$ cat config.mk
export PLATFORM = sky130hd
export DESIGN_NAME = irq_vec_ctl
export DESIGN_NICKNAME = d
export VERILOG_FILES = /design/src/rtl/irq_ctl_pkg.sv /design/src/rtl/irq_pin_edge.sv /design/src/rtl/irq_pick.sv /design/src/rtl/irq_vec_ctl.sv
export SDC_FILE = /design/constraint.sdc
export NUM_CORES = 1
export LEC_CHECK = 0
export ABC_AREA = 1
export BUFFER_PORTS_ARGS = -buffer_cell sky130_fd_sc_hd__clkbuf_2
export CAP_MARGIN = 10
export CORE_AREA = 2 2 94 96
export CTS_CLUSTER_DIAMETER = 50
export CTS_CLUSTER_SIZE = 30
export DETAILED_ROUTE_END_ITERATION = 7
export DIE_AREA = 0 0 96 98
export MAX_ROUTING_LAYER = met4
export SYNTH_ARGS = -nofsm -noshare
export SYNTH_HDL_FRONTEND = slang
export SYNTH_HIERARCHICAL = 1
export SYNTH_SLANG_ARGS = --single-unit
$ cat constraint.sdc
create_clock -name clk_i -period 1.8 [get_ports clk_i]
set_input_delay 0.09 -clock clk_i [delete_from_list [all_inputs] [get_ports clk_i]]
set_output_delay 0.09 -clock clk_i [all_outputs]
set_load 0.01 [all_outputs]
$ cat src/rtl/irq_ctl_pkg.sv
package irq_ctl_pkg;
    localparam int NSRC   = 12;
    localparam int NPIN   = 3;
    localparam int REG_W  = 8;
    localparam int NREG   = 2;
    localparam int FLAT_W = NREG * REG_W;
    localparam int POL_LSB = 3;

    localparam logic [15:0] VEC_RESET = 16'hFFFE;
    localparam logic [15:0] VEC_BRK   = 16'hFFDE;

    localparam int unsigned SLOT_MAP_DEF [NSRC] = '{0, 1, 2, 3, 4, 5, 6, 7, 8, 9, 10, 11};

    function automatic logic [15:0] src_vector(input int idx);
        logic [7:0] lo;
        case (idx)
            0:  lo = 8'hFC;
            1:  lo = 8'hFA;
            2:  lo = 8'hF8;
            3:  lo = 8'hF4;
            4:  lo = 8'hF2;
            5:  lo = 8'hF0;
            6:  lo = 8'hEE;
            7:  lo = 8'hEC;
            8:  lo = 8'hEA;
            9:  lo = 8'hE8;
            10: lo = 8'hE6;
            default: lo = 8'hE4;
        endcase
        return {8'hFF, lo};
    endfunction

    typedef struct packed {
        logic [FLAT_W-1:0] req;
        logic [FLAT_W-1:0] en;
        logic [NPIN-1:0]   pol;
    } regs_t;
endpackage

$ cat src/rtl/irq_pin_edge.sv
module irq_pin_edge #(
    parameter int N = 3
) (
    input  logic         clk_i,
    input  logic         rst_ni,
    input  logic [N-1:0] pin_i,
    input  logic [N-1:0] pol_i,
    output logic [N-1:0] edge_o
);
    typedef struct packed {
        logic [N-1:0] s1;
        logic [N-1:0] s2;
        logic [N-1:0] prev;
    } sync_t;

    sync_t st_d, st_q;

    always_comb begin
        st_d      = st_q;
        st_d.s1   = pin_i;
        st_d.s2   = st_q.s1;
        st_d.prev = st_q.s2;
        for (int i = 0; i < N; i++) begin
            edge_o[i] = pol_i[i] ? (st_q.prev[i] & ~st_q.s2[i])
                                 : (~st_q.prev[i] & st_q.s2[i]);
        end
    end

    always_ff @(posedge clk_i) begin
        if (!rst_ni) st_q <= '0;
        else         st_q <= st_d;
    end


    edge_one_step_chk: assert property (@(posedge clk_i) disable iff (!rst_ni)
        (edge_o != '0) |=> ((edge_o & $past(edge_o)) == '0));
endmodule

$ cat src/rtl/irq_pick.sv
module irq_pick
    import irq_ctl_pkg::*;
(
    input  logic [NSRC-1:0] active_i,
    input  logic            brk_i,
    output logic            any_o,
    output logic [NSRC-1:0] win_oh_o,
    output logic [15:0]     vector_o
);
    always_comb begin
        any_o    = 1'b0;
        win_oh_o = '0;
        vector_o = brk_i ? VEC_BRK : VEC_RESET;
        for (int i = NSRC - 1; i >= 0; i--) begin
            if (active_i[i]) begin
                any_o    = 1'b1;
                win_oh_o = '0;
                win_oh_o[i] = 1'b1;
                vector_o = src_vector(i);
            end
        end
    end


    winner_onehot_chk: assert final ($onehot0(win_oh_o));
endmodule

$ cat src/rtl/irq_vec_ctl.sv
module irq_vec_ctl
    import irq_ctl_pkg::*;
#(
    parameter int unsigned SLOT_MAP [NSRC] = SLOT_MAP_DEF
) (
    input  logic        clk_i,
    input  logic        rst_ni,
    input  logic [2:0]  pin_i,
    input  logic        disp_done_i,
    input  logic        vsync_i,
    input  logic [3:0]  tmr_ovf_i,
    input  logic        ser_i,
    input  logic        twb_i,
    input  logic        tick_i,
    input  logic        brk_i,
    input  logic        iflag_i,
    input  logic        ack_i,
    input  logic        wr_en_i,
    input  logic [2:0]  addr_i,
    input  logic [7:0]  wr_data_i,
    output logic [7:0]  rd_data_o,
    output logic        irq_o,
    output logic [15:0] vector_o
);
    localparam logic [2:0] A_REQ0 = 3'd0;
    localparam logic [2:0] A_REQ1 = 3'd1;
    localparam logic [2:0] A_EN0  = 3'd2;
    localparam logic [2:0] A_EN1  = 3'd3;
    localparam logic [2:0] A_POL  = 3'd4;

    regs_t r_d, r_q;

    logic [NPIN-1:0]   pin_edge;
    logic [NSRC-1:0]   src_pulse;
    logic [NSRC-1:0]   active;
    logic [NSRC-1:0]   win_oh;
    logic              any_act;
    logic [FLAT_W-1:0] set_flat, ack_flat, used_flat, sw_clr;

    irq_pin_edge #(.N(NPIN)) u_pins (
        .clk_i  (clk_i),
        .rst_ni (rst_ni),
        .pin_i  (pin_i),
        .pol_i  (r_q.pol),
        .edge_o (pin_edge)
    );

    // Sources in priority order
    assign src_pulse = {pin_edge[2], twb_i, ser_i, tmr_ovf_i[0], tmr_ovf_i[1],
                        tmr_ovf_i[2], vsync_i, tick_i, tmr_ovf_i[3],
                        pin_edge[0], pin_edge[1], disp_done_i};

    irq_pick u_pick (
        .active_i (active),
        .brk_i    (brk_i),
        .any_o    (any_act),
        .win_oh_o (win_oh),
        .vector_o (vector_o)
    );

    always_comb begin
        set_flat  = '0;
        ack_flat  = '0;
        used_flat = '0;
        for (int i = 0; i < NSRC; i++) begin
            set_flat[SLOT_MAP[i]]  = src_pulse[i];
            ack_flat[SLOT_MAP[i]]  = ack_i & win_oh[i];
            used_flat[SLOT_MAP[i]] = 1'b1;
            active[i] = r_q.req[SLOT_MAP[i]] & r_q.en[SLOT_MAP[i]] & ~iflag_i;
        end
        irq_o = any_act | brk_i;

        sw_clr = '0;
        r_d    = r_q;
        if (wr_en_i) begin
            case (addr_i)
                A_REQ0: sw_clr[REG_W-1:0]      = ~wr_data_i;
                A_REQ1: sw_clr[FLAT_W-1:REG_W] = ~wr_data_i;
                A_EN0:  r_d.en[REG_W-1:0]      = wr_data_i & used_flat[REG_W-1:0];
                A_EN1:  r_d.en[FLAT_W-1:REG_W] = wr_data_i & used_flat[FLAT_W-1:REG_W];
                A_POL:  r_d.pol = wr_data_i[POL_LSB +: NPIN];
                default: ;
            endcase
        end
        r_d.req = (r_q.req & ~sw_clr & ~ack_flat) | set_flat;

        case (addr_i)
            A_REQ0:  rd_data_o = r_q.req[REG_W-1:0];
            A_REQ1:  rd_data_o = r_q.req[FLAT_W-1:REG_W];
            A_EN0:   rd_data_o = r_q.en[REG_W-1:0];
            A_EN1:   rd_data_o = r_q.en[FLAT_W-1:REG_W];
            A_POL:   rd_data_o = 8'(r_q.pol) << POL_LSB;
            default: rd_data_o = '0;
        endcase
    end

    always_ff @(posedge clk_i) begin
        if (!rst_ni) r_q <= '0;
        else         r_q <= r_d;
    end


    set_wins_chk: assert property (@(posedge clk_i) disable iff (!rst_ni)
        (set_flat != '0) |=> ((r_q.req & $past(set_flat)) == $past(set_flat)));


    no_sw_set_chk: assert property (@(posedge clk_i) disable iff (!rst_ni)
        1'b1 |=> ((r_q.req & ~$past(r_q.req) & ~$past(set_flat)) == '0));


    ack_clears_chk: assert property (@(posedge clk_i) disable iff (!rst_ni)
        (ack_i && any_act && ((set_flat & ack_flat) == '0))
        |=> ((r_q.req & $past(ack_flat)) == '0));


    masked_quiet_chk: assert property (@(posedge clk_i) disable iff (!rst_ni)
        (iflag_i && !brk_i) |-> !irq_o);


    brk_vector_chk: assert property (@(posedge clk_i) disable iff (!rst_ni)
        (brk_i && iflag_i) |-> (irq_o && vector_o == VEC_BRK));
endmodule

After elaboration in Yosys (flattened, before gate mapping)

Cells that the tools add are included.

Bits in registers: 40
Logic and storage cells: 115

Equal/unequal tests: 4
Mux-type cells: 44
Bitwise logic cells: 56
Reductions and logical operators: 4

Operators by type and width:

| cell                                                             | count |
|---|---|
| 16-bit two-way mux                                               | 13 |
| 12-bit two-way mux                                               | 12 |
| 1-bit bitwise AND                                                | 42 |
| 8-bit one-hot mux with 5 select lines                            | 1 |
| 16-bit bitwise AND                                               | 2 |
| 8-bit two-way mux                                                | 2 |
| 12-bit inverter with 16-bit output                               | 1 |
| 16-bit inverter                                                  | 1 |
| 16-bit by 12-bit OR with 16-bit output                           | 1 |
| 1-bit two-way mux                                                | 15 |
| 8-bit inverter                                                   | 1 |
| 1-bit inverter                                                   | 7 |
| 3-bit by 2-bit == test with 1-bit output (second input constant) | 2 |
| 6-bit two-way mux                                                | 1 |
| 2-bit AND reduction                                              | 3 |
| 3-bit by 1-bit == test with 1-bit output (second input constant) | 1 |
| 3-bit == test (second input constant)                            | 1 |
| 3-bit zero test                                                  | 1 |
| 1-bit OR                                                         | 1 |

Depth between registers and ports, before layout

Gate-level depths: netlist of the first run.

Word-level depth: 18
Gate-level depth with buffers: 10
Mapped depth without buffers: 10

Modules after synthesis

Netlist of the first run, hierarchy kept.

Modules (own cells, without submodules):

| module       | instances | cells each | area each (µm²) | seq. area each (µm²) |
|---|---|---|---|---|
| irq_vec_ctl  | 1         | 257        | 1,682.9         | 620.6 |
| irq_pick     | 1         | 75         | 416.6           | 0.0 |
| irq_pin_edge | 1         | 46         | 334.1           | 180.2 |

Least setup slack after synthesis of the first run

Ideal clock, no wire load.

Path kind: input to output
From: input port iflag_i
To: output port irq_o
Arrival time: 1,225 ps
Data required time: 1,710 ps
Slack: 485 ps
Stages: 9
Buffers on the path: 1
Cell sequence: clkbuf_1 nor2_1 nor2_2 inv_2 nor2_8 nand2_4 inv_4 nand2_1 or2_2

Elaborated cells between the ends (all ways): 26
Those cells by class: 12 x mux; 14 x bitwise

RTL lines:

| item                            | RTL line          | text |
|---|---|---|
| start: declaration              | irq_vec_ctl.sv:16 | `input logic iflag_i,` |
| 1-bit inverter                  | irq_vec_ctl.sv:69 | `active[i] = r_q.req[SLOT_MAP[i]] & r_q.en[SLOT_MAP[i]] & ~iflag_i;` |
| 1-bit bitwise AND               | irq_vec_ctl.sv:69 |  |
| via active[2]                   | irq_vec_ctl.sv:35 | `logic [NSRC-1:0] active;` |
| 1-bit two-way mux (3 in series) | irq_pick.sv:15    | `if (active_i[i]) begin` |
| via any_act                     | irq_vec_ctl.sv:37 | `logic any_act;` |
| 1-bit OR                        | irq_vec_ctl.sv:71 | `irq_o = any_act \| brk_i;` |
| end: declaration                | irq_vec_ctl.sv:22 | `output logic irq_o,` |

The timed path passes the listed nets, and every way through them passes these cells.

Worst setup path in the final report of the first run

From: register r_q[5] (netlist bit)
To: output port irq_o

Longest elaborated chain between the ends: 6

RTL lines:

| item                            | RTL line          | text |
|---|---|---|
| start: declaration              | irq_vec_ctl.sv:31 | `regs_t r_d, r_q;` |
| start signal: assignment        | irq_vec_ctl.sv:99 | `else r_q <= r_d;` |
| 1-bit bitwise AND (2 in series) | irq_vec_ctl.sv:69 |  |
| via active[2]                   | irq_vec_ctl.sv:35 |  |
| 1-bit two-way mux (3 in series) | irq_pick.sv:15    |  |
| via any_act                     | irq_vec_ctl.sv:37 |  |
| 1-bit OR                        | irq_vec_ctl.sv:71 |  |

The timed path passes the listed nets, and every way through them passes these cells.

==> results.json, run 1 <==
{
  "root_buffer": "clkbuf_8",
  "critPathMaxFanout": 3,
  "gp_congestion": 0.862,
  "initial_core_util_pct": 28.7,
  "antenna_found_initial": 0,
  "vdd_drop_max_mv": 0.404,
  "fin_cells": 535,
  "clockPowerShare_pct": 45.3,
  "critPathLaunch": "r_q[5]$_SDFFE_PN0P_",
  "htree_levels": 2,
  "hp-class": "in2reg",
  "ant_nets": 0,
  "clk_pin_slew_worst_paths_ns": 0.08,
  "clk_latency_ns": 0.29,
  "rows": 34,
  "syn_inst": 378,
  "status": "complete, no violations",
  "p_per_area_nw_per_um2": 765,
  "combPwrFrac_pct": 12.5,
  "nFillCells": 939,
  "synth-main-ff-cell": "dfxtp_1",
  "critPathKind": "reg2out",
  "cts_buffers": 5,
  "grt_pass1_vias": 2272,
  "wl_um": 6410,
  "ys_seq_area_share_pct": 32.9,
  "whs_ns": 0.0154,
  "grt_max_degree": 25,
  "worstSetupEndpointType": "primary output",
  "period_needed_ns": 1.71,
  "p_sw_share_pct": 23.6,
  "worstMarginPinSlew_ns": 0.622,
  "syn_to_final_growth_pct": 20.9,
  "dieArea_um2": 9410,
  "slew-limit-headroom_pct": 58.5,
  "num_vias": 2404,
  "min-delay-start": "tmr_ovf_i[1]",
  "dpl.cell_count": 518,
  "cts_tree": "done",
  "synth.area.top_cells": "dfxtp_1 (33%), nand2_1 (15%), inv_1 (7.7%)",
  "timing.fmax_mhz": 586,
  "p_sw_mw": 0.530,
  "gr-total-overflow": 0,
  "p_int_mw": 1.72,
  "setup_viol": 0,
  "drt_pass1_iterations": 4,
  "grt_first_pass_wirelength_um": 10800,
  "finalMaxSlewViolations": 0,
  "startpoint_type": "flip-flop",
  "p_leak_nw": 1.41,
  "fp.dieW_um": 96,
  "maxCapViolations": 0,
  "drive_above_1_share_pct": 22.2,
  "synthDistinctLibCells": 31,
  "netlist_area_um2": 2430,
  "yosys_register_bits": 40,
  "clock_path_buffers": 2,
  "synth.avg_cell_area_um2": 6.44,
  "die_h_um": 98,
  "skew_ns": 0.00761,
  "async_reset_ff_share_pct": 0,
  "ios": 54,
  "drcViolationCount": 0,
  "cts.sinks": 40,
  "cp.arrival_ns": 1.62,
  "grt_usage_pct": 14.8,
  "synth_top_area_cell": "dfxtp_1",
  "num_antenna_cells": 0,
  "fin_crit_sh_pct": 94.7,
  "viasPerCell": 4.49,
  "rsz0062_at_grt": "yes",
  "ys_warn_count": 6,
  "finalHoldViolCount": 0,
  "synth_top_area_share_pct": 32.9,
  "r2r-start": "r_q[5]$_SDFFE_PN0P_",
  "seq_power_share_pct": 42.1,
  "core_area_um2": 8470,
  "wl_per_cell_um": 12.0,
  "cp.required_ns": 1.71,
  "final_nets": 455,
  "hpwlAfterDp_um": 4940,
  "synth_edf_count": 0,
  "tns_ns": 0,
  "drt-initial-drc-count": 112,
  "portBuffers": 42
}
[power groups by stage]
stage	Sequential, mW	Combinational, mW	Clock (mW)
2_1_floorplan	0.960	0.195	0
5_1_grt	0.954	0.319	1.08
3_5_place_dp	0.968	0.269	0
4_1_cts	0.947	0.275	1.04
3_3_place_gp	0.966	0.267	0
6_report	0.948	0.282	1.02
[flip-flops by register name, indices dropped and copies added, names as in the netlist]
| name | cells |
|---|---|
| r_q | 31 |
| u_pins/st_d | 6 |
| u_pins/st_q | 3 |
[per-layer routing]
| layer | wire, um | track usage, % | vias up |
|---|---|---|---|
| li1 | - | - | 1255 |
| met4 | 48 | 3.41 | 0 |
| met3 | 224 | 2.62 | 5 |
| met2 | 3080 | 23.2 | 49 |
| met1 | 3050 | 19.9 | 1095 |
| met5 | 0 | - | - |
[layout make-up]
class / instances / area (um^2) / area share, %
multi-input cells: 265 / 1300 / 44.1
flip-flops and latches: 40 / 803 / 27.3
repair buffers: 55 / 322 / 10.9
inverters: 59 / 226 / 7.70
well taps: 108 / 135 / 4.59
clock inverters: 3 / 90.1 / 3.06
clock buffers: 5 / 68.8 / 2.34
[path summary, 6_finish.rpt]
check	slack (ns)	cells after the start	end
setup / recovery	0.09	10	irq_o
hold / removal	0.02	3	r_q[26]$_SDFF_PN0_
setup reg to reg	0.21	11	r_q[25]$_SDFF_PN0_
hold reg to reg	0.41	2	u_pins/st_d[0]$_SDFF_PN0_
[worst max-delay path, cell delays in order (launching register included)]
cell and delay, ns:
dfxtp_1 0.35, nand2_1 0.07, nor2_1 0.07, nor2_2 0.13
inv_2 0.08, nor2_8 0.13, nand2_4 0.07, inv_4 0.06
nand2_1 0.04, or2_4 0.22, buf_6 0.12
[through the flow]
step                setup WS (ns)  power [mW]  area, um^2  util [%]
floorplan                   0.485        1.16        2470         -
CTS                       0.00933        2.26        2870      33.9
detailed placement          0.321        1.24        2680      31.6
global route              -0.0135        2.35        2940      34.7
global placement            0.331        1.23        2680      31.6
finish                     0.0947        2.25        2940      34.7
[cells in the mapped netlist (2+ instances only)]
master and instances:
o21ai_0 8, buf_4 14, clkbuf_1 4, nor2_8 2, nor2_2 4, a21boi_0 11
buf_2 2, a21oi_1 25, nor3_2 3, nand2_4 2, nand3_2 3, dfxtp_1 40
inv_4 2, inv_1 50, nand3_1 29, nor3_1 5, nor2_1 45, nand4_1 9
nand2_1 100, conb_1 2, buf_6 3, inv_2 6
[cells in the final DEF (no fill, tap or decap)]
cell type      instances
a21boi_0              11
a21oi_1               25
a21oi_2                1
buf_4                 10
buf_6                  1
bufinv_16              3
clkbuf_2              41
clkbuf_8               5
clkinv_1               1
conb_1                11
dfxtp_1               38
dfxtp_2                2
dlygate4sd3_1          3
inv_1                 48
inv_2                  8
inv_4                  2
nand2_1               99
nand2_2                1
nand2_4                3
nand3_1               29
nand3_2                3
nand4_1                9
nor2_1                43
nor2_2                 5
nor2_4                 2
nor2_8                 2
nor3_1                 5
nor3_2                 3
nor3_4                 1
nor4_1                 1
o21ai_0                8
o21ai_1                1
o21ai_2                1
or2_4                  1
[what timing repair did]
| item | 4_1_cts | 5_1_grt |
|---|---|---|
| hold buffers | 3 | 0 |
| resized for setup | 0 | 12 |
| setup buffers | 0 | 6 |
| hold endpoints to repair | 3 | 0 |
| setup endpoints to repair | 0 | 3 |
[cell families (layout without fill, tap and decap cells)]
logic type | count (synthesis) | in the layout | share of synthesized area (%)
DFF | 40 | 40 | 32.9
buffers and inverters | 82 | 122 | 16.0
other | 2 | 11 | 0.309
AOI/OAI and AO/OA | 47 | 47 | 11.1
and+or+nand+nor | 207 | 207 | 39.6
Power figures use the tool's default switching activity.
==> inputs of run 2 (changes only) <==
==> constraint.sdc (replaced) <==
create_clock -name clk_i -period 1.8 [get_ports clk_i]
set_input_delay 0.09 -clock clk_i [delete_from_list [all_inputs] [get_ports clk_i]]
set_output_delay 0.09 -clock clk_i [all_outputs]
set_load 0.1 [all_outputs]
==> results.json, run 2 (synthesis results as in run 1) <==
{
  "ios": 54,
  "grt_first_pass_wirelength_um": 10500,
  "violations": "hold timing",
  "most-common-layout-cells": "nand2_1 (98), inv_1 (48), nor2_1 (40), dfxtp_1 (34), nand3_1 (29)",
  "drt-initial-drc-count": 182,
  "finalMaxSlewViolations": 0,
  "ant_nets": 0,
  "final_nets": 459,
  "vdd_drop_max_mv": 0.504,
  "hpwlAfterDp_um": 4840,
  "final_common_cell": "nand2_1",
  "skew_ns": 0.00921,
  "wl_per_cell_um": 12.1,
  "htree_levels": 2,
  "fin_crit_sh_pct": 99.4,
  "drt_pass1_iterations": 5,
  "critPathKind": "reg2out",
  "slew-limit-headroom_pct": 59.4,
  "grt_usage_pct": 14.6,
  "tns_ns": 0,
  "gp_congestion": 0.880,
  "p_leak_nw": 1.48,
  "period_needed_ns": 1.79,
  "hold_depth": 3,
  "clock_path_buffers": 2,
  "cpPeakStageDelay_ns": 0.34,
  "grt_max_degree": 25,
  "worstMarginPinSlew_ns": 0.609,
  "num_vias": 2480,
  "setup_viol": 0,
  "finalHoldViolCount": 1,
  "cp_cell_sequence": "nand2_2 > nor2_4 > nor2_4 > inv_4 > nor2_8 > nand2_4 > inv_4 > nand2_2 > or2_4 > buf_12",
  "multi_input_area_um2": 1320,
  "syn_to_final_growth_pct": 30.2,
  "top_register": "r_q",
  "dpl.cell_count": 520,
  "cts.sinks": 40,
  "fin_cells": 539,
  "rows": 34,
  "startpoint_type": "flip-flop",
  "cts_buffers": 5,
  "placed_area_um2": 2910,
  "status": "finished with violations",
  "critPathMaxFanout": 3,
  "num_antenna_cells": 0,
  "clockPowerShare_pct": 35.9,
  "p_sw_share_pct": 31.8,
  "worstSetupEndpointType": "primary output",
  "rsz0062_at_grt": "yes",
  "core_area_um2": 8470,
  "hp-class": "in2reg",
  "cp.arrival_ns": 1.70,
  "cp.required_ns": 1.71,
  "nFillCells": 899,
  "cts_tree": "done",
  "initial_core_util_pct": 28.7,
  "p_int_mw": 1.56,
  "p_sw_mw": 0.728,
  "combPwrFrac_pct": 22.7,
  "seq_power_share_pct": 41.4,
  "wl_um": 6500,
  "clk_latency_ns": 0.30,
  "largest_register_ffs": 31,
  "final_cell_area_um2": 3170,
  "root_buffer": "clkbuf_8",
  "grt_pass1_vias": 2293,
  "dieArea_um2": 9410,
  "maxCapViolations": 0,
  "die_h_um": 98,
  "timing.fmax_mhz": 559,
  "reg2reg_depth": 10,
  "fp.dieW_um": 96,
  "drive_above_1_share_pct": 25.1,
  "antenna_found_initial": 0,
  "slowest_stage": "dfxtp_2",
  "viasPerCell": 4.60,
  "p_per_area_nw_per_um2": 722,
  "clk_pin_slew_worst_paths_ns": 0.08,
  "gr-total-overflow": 0,
  "fin_util_pct": 37.4,
  "drcViolationCount": 0,
  "whs_ns": -0.00366,
  "portBuffers": 42,
  "seq_area_um2": 808
}
## run 2: cell types whose count changed in the layout (fill, tap and decap cells not counted), moves of 2 or more
cell and delta:
dfxtp_2 +4, buf_4 +4, bufinv_16 -2, nand2_2 +2, nor2_4 +2, dfxtp_1 -4
clkbuf_8 +2, nor2_1 -3, clkbuf_2 -13, buf_12 +14
## run 2: through the flow
step	setup WS (ns)	total power, mW	hold WS, ns
6_report	0.0116	2.29	-0.00366
5_1_grt	-0.0457	2.38	0.00249
4_1_cts	0.0316	2.29	0.00118
3_5_place_dp	0.259	1.47	0.275
3_3_place_gp	0.286	1.47	0.270
2_1_floorplan	0.118	1.34	0.188
## run 2: worst max-delay path, delay by kind of cell, from the launching register on
kind	cells	cell delay, ns
and+or+nand+nor	7	0.77
DFF	1	0.34
buffers and inverters	3	0.30
## run 2: routing by layer
layer | GRT usage, % | share of wire, % | up-vias
met2 | 23.3 | 48 | 79
met5 | - | 0 | -
li1 | - | - | 1263
met4 | 3.30 | 1.0 | 0
met3 | 3.55 | 5.4 | 10
met1 | 18.7 | 46 | 1128
## run 2: layout make-up
class | instances | share of cell area (%)
tap | 108 | 4.26
multi-input combinational | 265 | 41.5
sequential | 40 | 25.5
clock inverter | 1 | 0.947
inverter | 59 | 7.22
clock buffer | 7 | 3.04
timing repair buffer | 59 | 17.5
## run 2: worst paths after layout
check	start	to	slack, ns
setup / recovery	r_q[5]$_SDFFE_PN0P_	irq_o	0.01
hold / removal	twb_i	r_q[29]$_SDFF_PN0_	-0.004
setup reg to reg	r_q[4]$_SDFFE_PN0P_	r_q[28]$_SDFF_PN0_	0.11
hold reg to reg	u_pins/st_d[3]$_SDFF_PN0_	u_pins/st_d[0]$_SDFF_PN0_	0.41
## run 2: power by group through the flow
stage / registers [mW] / logic (mW) / clock network [mW]
2_1_floorplan: 0.960 / 0.379 / 0
3_3_place_gp: 0.966 / 0.501 / 0
3_5_place_dp: 0.967 / 0.503 / 0
4_1_cts: 0.947 / 0.514 / 0.826
5_1_grt: 0.953 / 0.554 / 0.870
6_report: 0.948 / 0.518 / 0.821
## run 2: what timing repair did
| item | 4_1_cts | 5_1_grt |
|---|---|---|
| setup endpoints to repair | 1 | 5 |
| pin swaps | 4 | 7 |
| hold buffers | 3 | 0 |
| gates resized for setup | 8 | 12 |
| endpoints found under the hold margin | 3 | 0 |
| setup buffers | 5 | 3 |
==> inputs of run 3 (changes only) <==
--- a/config.mk
+++ b/config.mk
@@ -8,13 +8,13 @@
 export ABC_AREA = 1
 export BUFFER_PORTS_ARGS = -buffer_cell sky130_fd_sc_hd__clkbuf_2
 export CAP_MARGIN = 10
-export CORE_AREA = 2 2 94 96
+export CORE_AREA = 2 2 89 91
+export CTS_BUF_LIST = sky130_fd_sc_hd__clkbuf_4 sky130_fd_sc_hd__clkbuf_8
 export CTS_CLUSTER_DIAMETER = 50
 export CTS_CLUSTER_SIZE = 30
 export DETAILED_ROUTE_END_ITERATION = 7
-export DIE_AREA = 0 0 96 98
+export DIE_AREA = 0 0 91 93
 export MAX_ROUTING_LAYER = met4
 export SYNTH_ARGS = -nofsm -noshare
 export SYNTH_HDL_FRONTEND = slang
-export SYNTH_HIERARCHICAL = 1
 export SYNTH_SLANG_ARGS = --single-unit
==> constraint.sdc (replaced) <==
create_clock -name clk_i -period 2.3 [get_ports clk_i]
set_input_delay 0.115 -clock clk_i [delete_from_list [all_inputs] [get_ports clk_i]]
set_output_delay 0.115 -clock clk_i [all_outputs]
set_load 0.1 [all_outputs]
==> results.json, run 3 <==
{
  "cp.arrival_ns": 2.05,
  "synth_top_area_cell": "dfxtp_1",
  "drcViolationCount": 0,
  "yosys-mux-area-fraction_pct": 0,
  "cts.repair.resized": 0,
  "synth.area.top_cells": "dfxtp_1 (37%), inv_1 (9.5%), nand2_1 (9.1%)",
  "ys_warn_count": 0,
  "wl_um": 5850,
  "most-common-layout-cells": "inv_1 (55), nand2_1 (53), clkbuf_2 (42), dfxtp_1 (40), a21oi_1 (28)",
  "critPathMaxFanout": 4,
  "num_antenna_cells": 0,
  "htree_levels": 2,
  "final_cell_area_um2": 2530,
  "hp-class": "in2reg",
  "gp_congestion": 0.913,
  "ant_nets": 0,
  "status": "complete, no violations",
  "cts.sinks": 40,
  "cp.depth": 7,
  "async_reset_ff_share_pct": 0,
  "finalMaxSlewViolations": 0,
  "cp.required_ns": 2.18,
  "fin_ws_ns": 0.135,
  "die_h_um": 93,
  "synth_compound_area_share_pct": 21.0,
  "antenna_found_initial": 0,
  "fp.dieW_um": 91,
  "crit_top_cell": "a21oi_1",
  "synth-main-ff-cell": "dfxtp_1",
  "pre_cts_ws_ns": 0.511,
  "synth-simple-area-share_pct": 24.5,
  "grt_usage_pct": 14.8,
  "placed_area_um2": 2420,
  "path_buf_inv": 2,
  "p_per_area_nw_per_um2": 631,
  "cp_cell_sequence": "nand2_1 > a21oi_1 > inv_1 > a21oi_1 > a21oi_1 > o21ai_2 > clkbuf_2",
  "maxCapViolations": 0,
  "period_needed_ns": 2.16,
  "slew-limit-headroom_pct": 46.9,
  "rsz0062_at_grt": "no",
  "finalHoldViolCount": 0,
  "synth-adder-area-share_pct": 0,
  "grt_pass1_vias": 2053,
  "hold_depth": 3,
  "clock_path_buffers": 2,
  "skew_ns": 0.00485,
  "netlist_area_um2": 2170,
  "cts_tree": "done",
  "cp_top_family": "compound AO/OA/AOI/OAI gates",
  "portBuffers": 42,
  "synth_edf_count": 0,
  "slowest_stage": "clkbuf_2",
  "critPathKind": "reg2out",
  "synth_xor_area_share_pct": 0,
  "cpPeakStageDelay_ns": 0.46,
  "final_common_cell": "inv_1",
  "tns_ns": 0,
  "rows": 32,
  "reg2reg_depth": 8,
  "viasPerCell": 4.60,
  "vdd_drop_max_mv": 0.234,
  "startpoint_type": "flip-flop",
  "yosysMostFrequentCell": "inv_1",
  "clk_pin_slew_worst_paths_ns": 0.08,
  "drive_above_1_share_pct": 21.1,
  "setup_viol": 0,
  "syn_inst": 309,
  "largest_register_ffs": 31,
  "ios": 54,
  "clk_latency_ns": 0.29,
  "num_vias": 2082,
  "fin_crit_sh_pct": 94.1,
  "worstMarginPinSlew_ns": 0.796,
  "synth_common_cells": "inv_1 (55), nand2_1 (53), dfxtp_1 (40)",
  "initial_core_util_pct": 28.9,
  "synth_top_area_share_pct": 36.8,
  "hpwlAfterDp_um": 4570,
  "synthDistinctLibCells": 34,
  "wl_per_cell_um": 12.9,
  "grt_max_degree": 26,
  "drt-initial-drc-count": 158,
  "root_buffer": "clkbuf_8",
  "gr-total-overflow": 0,
  "cts_buffers": 5,
  "drt_pass1_iterations": 4,
  "syn_to_final_growth_pct": 16.3,
  "p_leak_nw": 1.19,
  "yosys_register_bits": 40,
  "timing.fmax_mhz": 462,
  "ys_seq_area_share_pct": 36.8,
  "core_area_um2": 7530,
  "grt_first_pass_wirelength_um": 9680,
  "worstSetupEndpointType": "primary output",
  "top_register": "r_q",
  "synth_top_family_by_area": "simple AND/OR/NAND/NOR gates",
  "dieArea_um2": 8460,
  "final_nets": 379,
  "synth.avg_cell_area_um2": 7.04
}
[run 3: stage by stage]
stage                     hold slack [ns]  total power, mW  util (%)  std cells
after floorplan                     0.213             1.04         -        318
final                             0.00168             1.60      33.6        453
after global placement              0.296             1.10      32.2        444
after global routing              0.00240             1.66      33.6        453
after CTS                         0.00109             1.60      33.6        453
after detailed placement            0.299             1.10      32.2        444
[run 3: report_power, final]
part | total (mW) | leakage [nW] | switching [mW] | internal (mW)
Clock | 0.512 | 0.0523 | 0.243 | 0.268
Sequential | 0.741 | 0.328 | 0.0188 | 0.723
Combinational | 0.344 | 0.812 | 0.278 | 0.0661
Total | 1.60 | 1.19 | 0.540 | 1.06
[run 3: worst register-to-register path, stage by stage, from the launching register on]
cell and delay, ns:
dfxtp_1 0.33, nand2_1 0.12, inv_1 0.07, nand2_1 0.13, nand2_1 0.13, nor2_1 0.18
nand4_1 0.14, nand3_1 0.10, a21oi_1 0.06
[run 3: what timing repair did]
item,CTS,global route
hold endpoints to repair,1,0
setup buffers,0,0
hold buffers,1,0
[run 3: cells by family (layout without fill, tap and decap cells)]
kind of cell | after synthesis | in the layout
AND/OR/NAND/NOR | 110 | 110
buffers and inverters | 83 | 116
AO/OA/AOI/OAI | 74 | 74
flip-flops | 40 | 40
other | 2 | 11
[run 3: worst paths after layout]
check	to	start	slack (ns)
setup / recovery	vector_o[2]	r_q[26]$_SDFF_PN0_	0.14
hold / removal	u_pins.st_d[5]$_SDFF_PN0_	pin_i[2]	0.002
setup reg to reg	r_q[30]$_SDFF_PN0_	r_q[23]$_SDFF_PN0_	0.91
hold reg to reg	u_pins.st_d[2]$_SDFF_PN0_	u_pins.st_d[5]$_SDFF_PN0_	0.42
[run 3: layout make-up]
class / count / area (um^2)
flip-flops and latches: 40 / 801
repair buffers: 43 / 220
inverters: 65 / 246
clock buffers: 8 / 97.6
well taps: 102 / 128
fillers: 855 / 5000
multi-input cells: 195 / 1040
[run 3: routing by layer]
metal	wire length, um	vias to the layer above	global-route usage [%]
li1	-	1074	-
met1	2410	914	17.0
met2	2830	77	25.4
met3	413	17	2.82
met4	204	0	6.82
met5	0	-	-
